## src/rtl/tsc_pkg.sv

```systemverilog
package tsc_pkg;
   localparam int TSC_DATA_W = 8;
   localparam int TSC_K_W    = 3;
   localparam int TSC_DEPTH  = 16;
   localparam logic [TSC_DATA_W-1:0] TSC_POLY = 8'h71;

   typedef struct packed {
      logic       valid;
      logic [7:0] sig;
   } tsc_sig_t;
endpackage

```

## src/rtl/tsc_cfg.sv

```systemverilog
module tsc_cfg #(
   parameter int K_W = tsc_pkg::TSC_K_W
) (
   input  logic           clk,
   input  logic           rst_n,
   input  logic           cfg_wr,
   input  logic [K_W-1:0] cfg_k,
   input  logic           trace_en,
   output logic [K_W-1:0] k_q
);
   always_ff @(posedge clk or negedge rst_n) begin
      if (!rst_n)                  k_q <= '0;
      else if (cfg_wr && !trace_en) k_q <= cfg_k;
   end


   k_locked_chk: assert property (@(posedge clk) disable iff (!rst_n)
      $past(trace_en) |-> $stable(k_q));
endmodule

```

## src/rtl/tsc_window.sv

```systemverilog
module tsc_window #(
   parameter int K_W = tsc_pkg::TSC_K_W
) (
   input  logic           clk,
   input  logic           rst_n,
   input  logic           active,
   input  logic           clear,
   input  logic [K_W-1:0] k,
   output logic           last
);
   localparam int CNT_W = (1 << K_W) - 1;

   logic [CNT_W:0]   span;
   logic [CNT_W-1:0] lim;
   logic [CNT_W-1:0] cnt_q;

   assign span = {{CNT_W{1'b0}}, 1'b1} << k;
   assign lim  = span[CNT_W-1:0] - CNT_W'(1);
   assign last = (cnt_q == lim);

   always_ff @(posedge clk or negedge rst_n) begin
      if (!rst_n)      cnt_q <= '0;
      else if (clear)  cnt_q <= '0;
      else if (active) cnt_q <= last ? '0 : cnt_q + CNT_W'(1);
   end


   win_bound_chk: assert property (@(posedge clk) disable iff (!rst_n)
      cnt_q <= lim);
endmodule

```

## src/rtl/tsc_misr.sv

```systemverilog
module tsc_misr #(
   parameter int                  DATA_W = tsc_pkg::TSC_DATA_W,
   parameter logic [DATA_W-1:0]   POLY   = tsc_pkg::TSC_POLY
) (
   input  logic              clk,
   input  logic              rst_n,
   input  logic              active,
   input  logic              clear,
   input  logic              reload,
   input  logic [DATA_W-1:0] din,
   input  logic [DATA_W-1:0] xmask,
   output logic [DATA_W-1:0] next_sig
);
   logic [DATA_W-1:0] state_q;
   logic [DATA_W-1:0] clean;
   logic [DATA_W-1:0] shifted;

   for (genvar b = 0; b < DATA_W; b++) begin : g_mask
      assign clean[b] = din[b] & ~xmask[b];
   end

   assign shifted  = {state_q[DATA_W-2:0], 1'b0} ^ (state_q[DATA_W-1] ? POLY : '0);
   assign next_sig = shifted ^ clean;

   always_ff @(posedge clk or negedge rst_n) begin
      if (!rst_n)      state_q <= '0;
      else if (clear)  state_q <= '0;
      else if (active) state_q <= reload ? '0 : next_sig;
   end


   x_blind_chk: assert property (@(posedge clk) disable iff (!rst_n)
      (active && (&xmask) && (state_q == '0)) |=> (state_q == '0));
endmodule

```

## src/rtl/tsc_sig_buf.sv

```systemverilog
module tsc_sig_buf #(
   parameter int DATA_W = tsc_pkg::TSC_DATA_W,
   parameter int DEPTH  = tsc_pkg::TSC_DEPTH,
   localparam int AW    = $clog2(DEPTH)
) (
   input  logic              clk,
   input  logic              rst_n,
   input  logic              wr_en,
   input  logic [DATA_W-1:0] wr_data,
   output logic [AW-1:0]     wr_slot,
   output logic              full,
   input  logic [AW-1:0]     rd_addr,
   output logic [DATA_W-1:0] rd_data
);
   logic [DATA_W-1:0] mem_q [DEPTH];
   logic [AW:0]       count_q;

   assign wr_slot = count_q[AW-1:0];
   assign full    = count_q[AW];
   assign rd_data = mem_q[rd_addr];

   always_ff @(posedge clk or negedge rst_n) begin
      if (!rst_n)              count_q <= '0;
      else if (wr_en && !full) count_q <= count_q + 1'b1;
   end

   always_ff @(posedge clk) begin
      if (wr_en && !full) mem_q[wr_slot] <= wr_data;
   end


   slot_step_chk: assert property (@(posedge clk) disable iff (!rst_n)
      (wr_en && !full) |=> (count_q == $past(count_q) + 1'b1));

   full_sticky_chk: assert property (@(posedge clk) disable iff (!rst_n)
      full |=> full);
endmodule

```

## src/rtl/trace_sig_compactor.sv

```systemverilog
module trace_sig_compactor #(
   parameter int                DATA_W = tsc_pkg::TSC_DATA_W,
   parameter int                K_W    = tsc_pkg::TSC_K_W,
   parameter int                DEPTH  = tsc_pkg::TSC_DEPTH,
   parameter logic [DATA_W-1:0] POLY   = tsc_pkg::TSC_POLY,
   localparam int               AW     = $clog2(DEPTH)
) (
   input  logic              clk,
   input  logic              rst_n,
   input  logic              cfg_wr,
   input  logic [K_W-1:0]    cfg_k,
   input  logic              trace_en,
   input  logic [DATA_W-1:0] trace_data,
   input  logic [DATA_W-1:0] xmask,
   output logic              sig_valid,
   output logic [DATA_W-1:0] sig_data,
   output logic [AW-1:0]     sig_addr,
   output logic              buf_full,
   input  logic [AW-1:0]     rd_addr,
   output logic [DATA_W-1:0] rd_data
);
   if (DATA_W < 2)                 begin : g_bad_w  $error("DATA_W must be at least 2"); end
   if (K_W < 1 || K_W > 4)         begin : g_bad_k  $error("K_W must be 1 to 4"); end
   if (DEPTH < 2 || (DEPTH & (DEPTH - 1)) != 0)
                                   begin : g_bad_d  $error("DEPTH must be a power of two"); end
   if (POLY[0] != 1'b1)            begin : g_bad_p  $error("POLY needs its constant term"); end

   logic [K_W-1:0]    k_q;
   logic              active, last, wr_sig;
   logic [DATA_W-1:0] next_sig;
   logic [AW-1:0]     slot;

   assign active = trace_en & ~buf_full;
   assign wr_sig = active & last;

   tsc_cfg #(.K_W(K_W)) i_cfg (
      .clk(clk), .rst_n(rst_n), .cfg_wr(cfg_wr), .cfg_k(cfg_k),
      .trace_en(trace_en), .k_q(k_q));

   tsc_window #(.K_W(K_W)) i_win (
      .clk(clk), .rst_n(rst_n), .active(active), .clear(~trace_en),
      .k(k_q), .last(last));

   tsc_misr #(.DATA_W(DATA_W), .POLY(POLY)) i_misr (
      .clk(clk), .rst_n(rst_n), .active(active), .clear(~trace_en),
      .reload(last), .din(trace_data), .xmask(xmask), .next_sig(next_sig));

   tsc_sig_buf #(.DATA_W(DATA_W), .DEPTH(DEPTH)) i_buf (
      .clk(clk), .rst_n(rst_n), .wr_en(wr_sig), .wr_data(next_sig),
      .wr_slot(slot), .full(buf_full), .rd_addr(rd_addr), .rd_data(rd_data));

   always_ff @(posedge clk or negedge rst_n) begin
      if (!rst_n) begin
         sig_valid <= 1'b0;
         sig_data  <= '0;
         sig_addr  <= '0;
      end else begin
         sig_valid <= wr_sig;
         if (wr_sig) begin
            sig_data <= next_sig;
            sig_addr <= slot;
         end
      end
   end


   no_write_after_full_chk: assert property (@(posedge clk) disable iff (!rst_n)
      $past(buf_full) |-> !sig_valid);

   valid_from_trace_chk: assert property (@(posedge clk) disable iff (!rst_n)
      sig_valid |-> $past(trace_en));
endmodule

```

## config.mk

```make
export PLATFORM = sky130hd
export DESIGN_NAME = trace_sig_compactor
export DESIGN_NICKNAME = d
export VERILOG_FILES = /design/src/rtl/tsc_pkg.sv /design/src/rtl/tsc_cfg.sv /design/src/rtl/tsc_window.sv /design/src/rtl/tsc_misr.sv /design/src/rtl/tsc_sig_buf.sv /design/src/rtl/trace_sig_compactor.sv
export SDC_FILE = /design/constraint.sdc
export NUM_CORES = 1
export LEC_CHECK = 0
export BUFFER_PORTS_ARGS = -buffer_cell sky130_fd_sc_hd__buf_2
export CORE_MARGIN = 8
export CORE_UTILIZATION = 50
export CTS_BUF_LIST = sky130_fd_sc_hd__clkbuf_2
export DETAILED_ROUTE_END_ITERATION = 12
export PLACE_DENSITY_LB_ADDON = 0.15
export SLEW_MARGIN = 20
export SYNTH_ARGS = -nofsm -noshare
export SYNTH_HDL_FRONTEND = slang
export SYNTH_SLANG_ARGS = --single-unit
```

## constraint.sdc

```tcl
create_clock -name clk -period 2.5 [get_ports clk]
set_clock_uncertainty 0.05 [all_clocks]
set_input_delay 0.125 -clock clk [delete_from_list [all_inputs] [get_ports clk]]
set_output_delay 0.125 -clock clk [all_outputs]
set_load 0.05 [all_outputs]
```

Word level (Yosys, flattened, before mapping). Memory sizes are Yosys's and may differ from the RTL's. Cells that the tools add are included.

Bits in registers: 36. Memory bits (writable): 128. Input bits: 27. Output and inout bits: 22. Word-level logic and storage cells: 48. Memories kept: 1.

$add $sub $neg: 3. Eq/ne operators: 2. Shift-type cells: 1. Mux-type cells: 9. Bitwise gates (word level): 21. Reductions and logical operators: 4.

Memories: i_buf.mem_q (words 16, bits a word 8, read ports 1, clocked after Yosys merged registers in 0, write ports 1, line tsc_sig_buf.sv:15) `logic [DATA_W-1:0] mem_q [DEPTH];`.

Operators with widths (number): $mux 7 (4); $mux 8 (3); $xor 8x8->8 (2); $and 1x1->1 (10); $not 1->1 (9); $add 7x1->7 const B (1); $eq 7x7->1 (1); $shl 1x3->7 const A (1); $sub 7x1->7 const B (1); $add 5x1->5 const B (1); $logic_and 1x1->1 (2); $logic_not 1->1 (2); $mux 1 (2); $ne 2x1->1 const B (1).

Longest topological paths before layout. Gate-level depths: netlist of run 1.

Depth in word-level cells: 7. Depth in mapped cells: 7. Gate-level depth less buffers: 5.

Modules after synthesis. From an unflattened synthesis of run 1, not the netlist that was laid out.

Cells, all modules: 382. Area, all modules: 6985.4 µm².

By module, submodules not included: tsc_sig_buf (times used 1, cells each 240, area an instance 5266.3 µm², seq. area each 3968.8 µm²); tsc_window (times used 1, cells each 67, area an instance 578.1 µm², seq. area each 175.2 µm²); trace_sig_compactor (times used 1, cells each 30, area an instance 536.8 µm², seq. area each 325.3 µm²); tsc_misr (times used 1, cells each 38, area an instance 470.5 µm², seq. area each 200.2 µm²); tsc_cfg (times used 1, cells each 7, area an instance 133.9 µm², seq. area each 75.1 µm²).

Least setup slack after synthesis of run 1. Ideal clock, no wire load.

Path type: reg-to-reg. From: register i_cfg.k_q[1]. To: memory i_buf.mem_q[2][0] (netlist bit) (enable). Setup time: 333 ps. Data arrival time: 2092 ps. Required time: 2117 ps. Setup slack: 25 ps. Stages on the path, launching flop included: 8. Cells stage by stage: dfrtp_1 -> buf_6 -> or4_4 -> o22ai_2 -> a31oi_2 -> nor4b_4 -> buf_2 -> and4bb_1.

Word-level cells in the longest chain between the ends: 7.

RTL lines: start, declared (line tsc_cfg.sv:9) `output logic [K_W-1:0] k_q`; start signal, assigned (line tsc_cfg.sv:13) `else if (cfg_wr && !trace_en) k_q <= cfg_k;`; $shl 1x3->7 (line tsc_window.sv:17) `assign span = {{CNT_W{1'b0}}, 1'b1} << k;`; $sub 7x1->7 (line tsc_window.sv:18) `assign lim = span[CNT_W-1:0] - CNT_W'(1);`; $eq 7x7->1 (line tsc_window.sv:19) `assign last = (cnt_q == lim);`; $and 1x1->1 (line trace_sig_compactor.sv:34) `assign wr_sig = active & last;`; $logic_and 1x1->1 (line tsc_sig_buf.sv:28) `if (wr_en && !full) mem_q[wr_slot] <= wr_data;`; $mux 1 (line tsc_sig_buf.sv:28); $mux 1 (implied by the code) (line tsc_sig_buf.sv:28); end, declared (line tsc_sig_buf.sv:15).

No other way between the ends.

Final worst setup path of run 1.
From: register i_cfg.k_q[2]. To: memory i_buf.mem_q[7][7] (netlist bit) (enable).

The elaborated chain is that of the path after synthesis.

==> results of run 1 <==
==> worst paths after layout <==
path	start	to	depth (start not counted)
worst max-delay path	i_cfg.k_q[2]	i_buf.mem_q[7][7]	8
worst min-delay path	trace_data[4]	i_buf.mem_q[14][4]	4
worst max register to register	i_cfg.k_q[2]	i_buf.mem_q[7][7]	8
worst min register to register	sig_data[4]	sig_data[4]	1
max in group asynchronous	rst_n	sig_valid	4
min in group asynchronous	rst_n	i_cfg.k_q[0]	4
==> logic make-up (layout without fill, tap and decap cells) <==
| family | count (synthesis) | count (layout) | share of synthesized area |
|---|---|---|---|
| adder cells (fa/ha/maj) | 5 | 5 | 0.00923 |
| buffers and inverters | 24 | 148 | 0.0162 |
| AND/OR/NAND/NOR | 54 | 54 | 0.0568 |
| multiplexers | 56 | 56 | 0.159 |
| flip-flops | 164 | 164 | 0.700 |
| AO/OA/AOI/OAI | 25 | 25 | 0.0338 |
| XOR/XNOR | 19 | 19 | 0.0245 |
==> area by class of cell <==
cell class              instances  area (um^2)
well taps                     176          220
multi-input cells             159         1980
clock buffers                  18         90.1
fillers                       960         4910
repair buffers                113         1050
inverters                       3         11.3
flip-flops and latches        164         4750
clock inverters                14          233
==> registers in the layout (all words and copies together) (netlist names) <==
register / cells
i_buf.count_q: 5
i_misr.state_q: 8
i_cfg.k_q: 3
sig_addr: 4
i_win.cnt_q: 7
i_buf.mem_q: 128
sig_data: 8
sig_valid: 1
==> placed cells by master, fill, tap and decap left out, types with 5 or more instances in the layout <==
cell type	n
mux4_2	40
nand2b_1	6
buf_2	40
buf_6	15
xnor2_1	15
and3_4	6
buf_4	19
mux2_1	11
ha_1	5
dlygate4sd3_1	24
mux2_2	5
a32o_1	9
buf_12	10
dfrtp_1	35
nor2b_1	6
clkbuf_2	18
bufinv_16	6
edfxtp_1	128
==> critical path, delay by kind of cell, from the launching register on <==
kind / cells / cell delay, ns
buffers and inverters: 3 / 0.48
and+or+nand+nor: 3 / 1.08
AOI/OAI and AO/OA: 2 / 0.19
DFF: 1 / 0.45
==> power breakdown <==
part | switching [W] | internal [W]
Clock | 0.000875 | 0.000857
Combinational | 0.000881 | 0.000463
Sequential | 0.000131 | 0.00323
Total | 0.00189 | 0.00455
==> metrics by stage <==
step	std cells	setup slack (ns)	utilization	TNS [ns]	hold WS (ns)
2_1_floorplan	347	0.0254	-	0	-0.221
3_3_place_gp	587	0.0838	0.572	0	0.203
3_5_place_dp	587	0.0381	0.572	0	0.208
4_1_cts	644	-0.117	0.619	-0.583	0.00629
5_1_grt	647	-0.145	0.629	-4.36	0.0154
6_report	647	-0.0223	0.629	-0.295	0.0691
==> cell usage after synthesis (2+ instances only) <==
library cell / number
nor4_1: 3
xnor2_1: 15
ha_1: 5
buf_2: 7
o21ai_0: 2
nand2_1: 4
nor4bb_1: 3
inv_1: 3
mux2_1: 11
and4_1: 4
buf_1: 3
o211a_1: 4
and3_1: 8
nand2b_1: 6
clkbuf_1: 9
a32o_1: 9
edfxtp_1: 128
nand4_1: 2
nor2_1: 3
xor2_1: 4
mux2_2: 5
dfrtp_1: 36
nor2b_1: 6
o31ai_1: 2
nand3_1: 2
mux4_2: 40
and4b_1: 4
==> layer usage <==
layer / track usage / vias to the layer above / share of wire
li1: - / 1644 / -
met5: 0 / - / 0
met3: 0.0371 / 19 / 0.035
met4: 0.0707 / 0 / 0.025
met2: 0.274 / 100 / 0.51
met1: 0.215 / 1904 / 0.43
==> what timing repair did <==
item,4_1_cts,5_1_grt
buffers inserted,0,4
endpoints found under the hold margin,173,0
endpoints found under the setup margin,14,135
pin swaps,0,3
cloned,0,2
hold buffers,25,0
gates resized for setup,16,27
==> flow_metrics.tcl, run 1 <==
set metrics [dict create \
    ir_worst_vdd_uv 592 \
    vias 3667 \
    arrival_ns 2.91 \
    worst_pin_slew_ns 0.728 \
    violations "setup timing" \
    max_stage_delay_ns 0.56 \
    fin_crit_ns 2.52 \
    dp_hpwl_um 9190 \
    cts_buffers 17 \
    drt_pass1_iterations 4 \
    synth_edf_count 128 \
    cts_htree_levels 4 \
    synth_ff_type "edfxtp_1" \
    grt-ovfl-total 0 \
    fin_crit_sh 1.01 \
    wl_per_cell_um 22.1 \
    yosysWarnings 0 \
    power.density_mw_per_mm2 773 \
    setup_viol_count_final 23 \
    cts_tree "built" \
    drc 0 \
    synth_seq_area_share 0.700 \
    grt_max_degree 37 \
    clk_pin_slew_ns 0.23 \
    crit_path_top_delay_cell "or4_4" \
    insertedDiodeCount 0 \
    antenna_found_initial 0 \
    synth_top_area_share 0.567 \
    status "finished, violations left" \
    crit_path_start_kind "flop" \
    p_total_w 0.00644 \
    io_pins 49 \
    gr-usage-all-layers 0.168 \
    fp.dieW_um 132 \
    fp.dieH_um 132 \
    cp_max_fo 8 \
    maxCapViolCount 0 \
    clk_latency_ns 0.69 \
    drtIter0Drc 296 \
    syn_area_mm2 0.00678 \
    design_area_mm2 0.00833 \
    worstPathCellList "or4_4 -> o22ai_4 -> a31oi_4 -> nor4b_4 -> buf_4 -> clkbuf_16 -> and4b_1 -> buf_6" \
    min_path_type "input pin to flop" \
    grt_pass1_wl_um 22200 \
    drt-total-wl_um 14300 \
    slew_violations 0 \
    ys_ff_latch 164 \
    drive_gt1_frac 0.382 \
    post_dp_cell_area_mm2 0.00757 \
    vias_per_cell 5.67 \
    slew_headroom 0.511 \
    p_leak_nw 3.08 \
    synthesis.nets 379 \
    design.core.area_mm2 0.0132 \
    synthArstFlopShare 0.220 \
    timing.final.ws_setup_ns -0.0223 \
    synthCells 347 \
    start_util 0.512 \
    timing_hold_violations_final 0 \
    row_count 42 \
    rrSetupSlack_ns -0.02 \
    cts_root_buf "clkbuf_2" \
    path_class "flop to flop" \
    end_kind "flop" \
    area_delta_synth_final_pct 22.9 \
    cts_buffer_depth 2 \
    gp_congestion 0.862 \
    synth_area_leaders "edfxtp_1 57%, dfrtp_1 13%, mux4_2 13%" \
    synth_cell_types 46 \
    grt_pass1_vias 3871 \
    max_freq_mhz 396 \
    nNetsFinal 490 \
    cp.required_ns 2.89 \
    avgSynthCellArea_um2 19.5 \
    numPortBuffers 48 \
    drtAntennaViolNets 0 \
    cts.sinks 164 \
    die_area_mm2 0.0175 \
    rsz0062_at_grt "yes" \
    synth_top_cell_by_area "edfxtp_1" \
]
No activity file was read; power rests on OpenSTA's default activity.
==> run 2: changes to the inputs <==
Settings changed: CORE_MARGIN 8 to 2.
==> run 2 against run 1 <==
The flow still finishes with violations (setup timing). First-iteration DRC count shrank 3.4%. Worst setup slack gained 0.0021 ns. Flip-flop and latch count is the same. Core utilization shrank 1.0 points. Critical endpoint is now i_buf.mem_q[7][1]. Largest cell class unchanged. Largest power group unchanged.
==> flow_metrics.tcl, run 2 (synthesis results as in run 1) <==
set metrics [dict create \
    rsz0062_at_grt "yes" \
    worst_pin_slew_ns 0.506 \
    largest_reg_flops 128 \
    rr_worst_depth 8 \
    cp_max_fo 8 \
    max_stage_delay_ns 0.55 \
    cp.required_ns 2.90 \
    cts.sinks 164 \
    fin_crit_ns 2.52 \
    cts_htree_levels 4 \
    drc 0 \
    numPortBuffers 48 \
    layout_commonest_cell "edfxtp_1" \
    cts_tree "built" \
    drtIter0Drc 286 \
    crit_path_start "i_cfg.k_q[2]" \
    status "finished, violations left" \
    cts_buffer_depth 2 \
    min_path_type "input pin to flop" \
    max_freq_mhz 397 \
    hold_path_depth 3 \
    violations "setup timing" \
    hold_start "trace_en" \
    crit_path_top_delay_cell "or4_4" \
    drt-total-wl_um 13600 \
    fp.dieW_um 120 \
    drive_gt1_frac 0.379 \
    gp_congestion 0.875 \
    insertedDiodeCount 0 \
    wl_per_cell_um 21.2 \
    setup_viol_count_final 16 \
    grt-ovfl-total 0 \
    drt_pass1_iterations 4 \
    pre_cts_slack_ns 0.0368 \
    vias_per_cell 5.65 \
    fin_crit_sh 1.01 \
    cts_buffers 17 \
    crit_path_start_kind "flop" \
    nNetsFinal 484 \
    slew_headroom 0.663 \
    reg2reg_from "i_cfg.k_q[2]" \
    ir_worst_vdd_uv 516 \
    timing_hold_violations_final 0 \
    path_class "flop to flop" \
    fp.dieH_um 120 \
    dp_hpwl_um 8790 \
    clk_latency_ns 0.70 \
    antenna_found_initial 0 \
    arrival_ns 2.92 \
    worstPathCellList "or4_4 -> o22ai_4 -> a31oi_4 -> nor4b_4 -> buf_4 -> clkbuf_16 -> and4b_1 -> buf_12" \
    gr-usage-all-layers 0.202 \
    maxCapViolCount 0 \
    slew_violations 0 \
    io_pins 49 \
    p_leak_nw 3.02 \
    grt_pass1_wl_um 21100 \
    timing.final.ws_setup_ns -0.0202 \
    end_kind "flop" \
    reg_top3 "i_buf.mem_q (128), i_misr.state_q (8), sig_data (8)" \
    die_area_mm2 0.0145 \
    largest-register "i_buf.mem_q" \
    stdcell_count 640 \
    grt_max_degree 37 \
    drtAntennaViolNets 0 \
    power.density_mw_per_mm2 757 \
    row_count 42 \
    cts_root_buf "clkbuf_2" \
    grt_pass1_vias 3775 \
    clk_pin_slew_ns 0.21 \
    vias 3613 \
    nFillCells 982 \
    area_delta_synth_final_pct 20.9 \
    mostFrequentLayoutCells "128 x edfxtp_1, 40 x mux4_2, 40 x buf_2, 35 x dfrtp_1, 25 x dlygate4sd3_1" \
    dp.cells 586 \
    start_util 0.512 \
    design.core.area_mm2 0.0132 \
]
==> run 2: changes by cell type in the layout (fill, tap and decap cells not counted), sizes merged <==
| cell | delta |
|---|---|
| dlygate4sd3 | +1 |
| inv | -1 |
| buf | -7 |
| bufinv | -2 |
| clkbuf | +2 |
==> run 2: final cells by class <==
class,count,area [um^2],area share
Clock buffer,20,100,0.0122
Clock inverter,11,160,0.0195
Inverter,3,11.3,0.00137
Multi-Input combinational cell,159,1990,0.243
Sequential cell,164,4750,0.579
Tap cell,176,220,0.0269
Timing Repair Buffer,107,966,0.118
==> run 2: worst max-delay path: cells and delay by family, from the launching register on <==
family / cells / cell delay [ns]
AO/OA/AOI/OAI: 2 / 0.21
flip-flops: 1 / 0.45
buffers and inverters: 3 / 0.48
AND/OR/NAND/NOR: 3 / 1.07
==> run 2: metrics by stage <==
| stage | total power [W] | hold slack (ns) | utilization | setup TNS [ns] | instance area [um^2] |
|---|---|---|---|---|---|
| 6_report | 0.00621 | 0.205 | 0.619 | -0.114 | 8190 |
| 5_1_grt | 0.00647 | 0.107 | 0.619 | -5.75 | 8190 |
| 4_1_cts | 0.00623 | 0.124 | 0.618 | -0.490 | 8180 |
| 3_5_place_dp | 0.00469 | 0.211 | 0.574 | 0 | 7600 |
| 3_3_place_gp | 0.00467 | 0.201 | 0.574 | 0 | 7600 |
| 2_1_floorplan | 0.00422 | -0.221 | - | 0 | 6780 |
==> run 2: worst paths after layout <==
kind	to	slack, ns
setup reg to reg	i_buf.mem_q[7][1]	-0.02
max in group asynchronous	i_win.cnt_q[6]	1.84
setup / recovery	i_buf.mem_q[7][1]	-0.02
min in group asynchronous	i_cfg.k_q[0]	0.34
hold / removal	i_win.cnt_q[4]	0.20
hold reg to reg	sig_addr[0]	0.46
==> run 2: per-layer routing <==
layer,vias to the layer above,track usage,share of wire
li1,1635,-,-
met1,1859,0.263,0.41
met2,105,0.341,0.53
met3,14,0.0415,0.044
met4,0,0.0705,0.014
met5,-,0,0
==> run 2: power by group <==
| group | switching (W) | total [W] | internal, W |
|---|---|---|---|
| combinational | 0.000882 | 0.00134 | 0.000460 |
| clock | 0.000848 | 0.00150 | 0.000654 |
| sequential | 0.000126 | 0.00336 | 0.00323 |
==> run 2: what timing repair did <==
item	in CTS	in global routing
pin swaps	0	3
setup endpoints to repair	8	136
setup buffers	0	2
hold buffers	26	0
hold endpoints to repair	187	0
resized for setup	16	21
cloned	0	2
==> run 3: changes to the inputs <==
Settings changed: RECOVER_POWER set to 100.
==> run 3 against run 2 <==
Cell area decreased by 0.81%. Critical path depth unchanged. Die area unchanged. Flip-flop and latch count unchanged. The run ends with capacitance limit, slew limit, setup timing left. Largest power group unchanged. Critical path type unchanged. Largest cell class unchanged. Highest routed layer unchanged. Global-route usage unchanged. Via count decreased by 0.75%. Sequential power about the same. Core utilization decreased by 0.50 points.
==> flow_metrics.tcl, run 3 (synthesis results as in run 1) <==
set metrics [dict create \
    status "finished, violations left" \
    violations "capacitance limit, slew limit, setup timing" \
    pre_cts_slack_ns 0.0368 \
    wl_per_cell_um 21.2 \
    layout_commonest_cell "edfxtp_1" \
    drt_pass1_iterations 7 \
    timing_hold_violations_final 0 \
    nFillCells 998 \
    setup_viol_count_final 12 \
    grt_max_degree 37 \
    design.core.area_mm2 0.0132 \
    power_switching_share 0.301 \
    cts_tree "built" \
    reg_top3 "i_buf.mem_q (128), i_misr.state_q (8), sig_data (8)" \
    drt-total-wl_um 13500 \
    row_count 42 \
    maxCapViolCount 1 \
    cts.sinks 164 \
    nNetsFinal 484 \
    power_frac_clock 0.244 \
    crit_path_top_delay_cell "or4_4" \
    largest-register "i_buf.mem_q" \
    cpLargestDelayFamily "simple AND/OR/NAND/NOR gates" \
    vias 3586 \
    cts_buffer_depth 2 \
    cp.required_ns 2.90 \
    fp.dieW_um 120 \
    start_util 0.512 \
    worstPathCellList "or4_4 -> o22ai_4 -> a31oi_4 -> nor4b_4 -> buf_4 -> clkbuf_16 -> and4b_1 -> buf_12" \
    dp_hpwl_um 8790 \
    mostFrequentLayoutCells "128 x edfxtp_1, 40 x mux4_2, 36 x dfrtp_1, 26 x buf_2, 25 x dlygate4sd3_1" \
    timing.final.ws_setup_ns -0.0193 \
    grt_pass1_vias 3775 \
    drc 0 \
    power_frac_comb 0.208 \
    rrSetupSlack_ns -0.02 \
    p_int_w 0.00430 \
    dp.cells 586 \
    tns_ns -0.110 \
    vias_per_cell 5.60 \
    drive_gt1_frac 0.323 \
    numPortBuffers 48 \
    stdcell_count 640 \
    gp_congestion 0.875 \
    final_util 0.614 \
    grtUsageMet3 0.0415 \
    grt-ovfl-total 0 \
    die_area_mm2 0.0145 \
    slew_headroom -0.113 \
    max_freq_mhz 397 \
    area_delta_synth_final_pct 19.9 \
    io_pins 49 \
    ir_worst_vdd_uv 504 \
    end_kind "flop" \
    gr-usage-all-layers 0.202 \
    whs_endpoint "i_win.cnt_q[6]" \
    insertedDiodeCount 0 \
    largest_reg_flops 128 \
    slew_violations 37 \
    min_path_type "input pin to flop" \
    use_met1 0.263 \
    clk_latency_ns 0.69 \
    crit_path_start_kind "flop" \
    design_area_mm2 0.00813 \
    arrival_ns 2.92 \
    antenna_found_initial 0 \
    drtAntennaViolNets 0 \
    fp.dieH_um 120 \
    drtIter0Drc 300 \
    power.density_mw_per_mm2 756 \
    top_usage_layer "met2" \
    hold_start "trace_en" \
    fin_crit_sh 1.01 \
    cp_max_fo 8 \
    clk_pin_slew_ns 0.21 \
    cts_root_buf "clkbuf_2" \
    fin_crit_ns 2.52 \
    pwr-share-seq 0.548 \
    reg2reg_from "i_cfg.k_q[2]" \
    rr_worst_depth 8 \
    cts_htree_levels 4 \
    rsz0062_at_grt "yes" \
    gr-usage-met2 0.341 \
    hold_path_depth 3 \
    post_dp_cell_area_mm2 0.00760 \
    rr_endpoint "i_buf.mem_q[7][1]" \
    worst_pin_slew_ns 1.67 \
    crit_buf_inv 3 \
    grt_pass1_wl_um 21100 \
    p_leak_nw 2.92 \
    p_sw_w 0.00185 \
    max_stage_delay_ns 0.55 \
    path_class "flop to flop" \
    cts_buffers 17 \
]
run 3: power groups by stage:
stage               clock (W)  combinational [W]  sequential [W]
floorplan                   0           0.000563         0.00365
global placement            0            0.00125         0.00342
detailed placement          0            0.00127         0.00342
CTS                   0.00154            0.00133         0.00336
global route          0.00165            0.00137         0.00340
finish                0.00150            0.00128         0.00337
run 3: tightest hold or removal path: stages:
cell           delay, ns
dlygate4sd3_1       0.53
buf_2               0.17
o211a_1             0.11
run 3: worst max path at each step:
stage | start | end | slack [ns] | depth (start not counted)
after floorplan | i_cfg.k_q[1] | i_buf.mem_q[2][0] | 0.03 | 7
after global placement | i_cfg.k_q[1] | i_buf.mem_q[13][6] | 0.08 | 7
after detailed placement | i_cfg.k_q[1] | i_buf.mem_q[14][5] | 0.04 | 7
after CTS | i_buf.mem_q[15][0] | rd_data[0] | -0.08 | 3
after global routing | i_buf.mem_q[10][6] | rd_data[6] | -0.13 | 3
final | i_cfg.k_q[2] | i_buf.mem_q[7][1] | -0.02 | 8
run 3: routing by layer:
layer	wire length [um]	vias up
met5	0	-
met4	156	0
met3	459	11
met2	7340	87
met1	5590	1853
li1	-	1635
run 3: final cells by class:
type | count | area (um^2) | area share
clock inverter | 11 | 160 | 0.0197
sequential | 164 | 4740 | 0.584
inverter | 3 | 11.3 | 0.00139
clock buffer | 20 | 100 | 0.0123
multi-input combinational | 159 | 1990 | 0.245
timing repair buffer | 107 | 901 | 0.111
tap | 176 | 220 | 0.0271
run 3: timing repair:
item,CTS,global route
setup buffers,0,2
pin swaps,0,3
setup endpoints to repair,8,136
resized for setup,16,21
hold endpoints to repair,187,0
gates cloned,0,2
hold buffers,26,0
run 3: stage by stage:
stage	total power [W]	hold slack, ns
after floorplan	0.00422	-0.221
after global placement	0.00467	0.201
after detailed placement	0.00469	0.211
after CTS	0.00623	0.124
after global routing	0.00642	0.107
final	0.00615	0.217
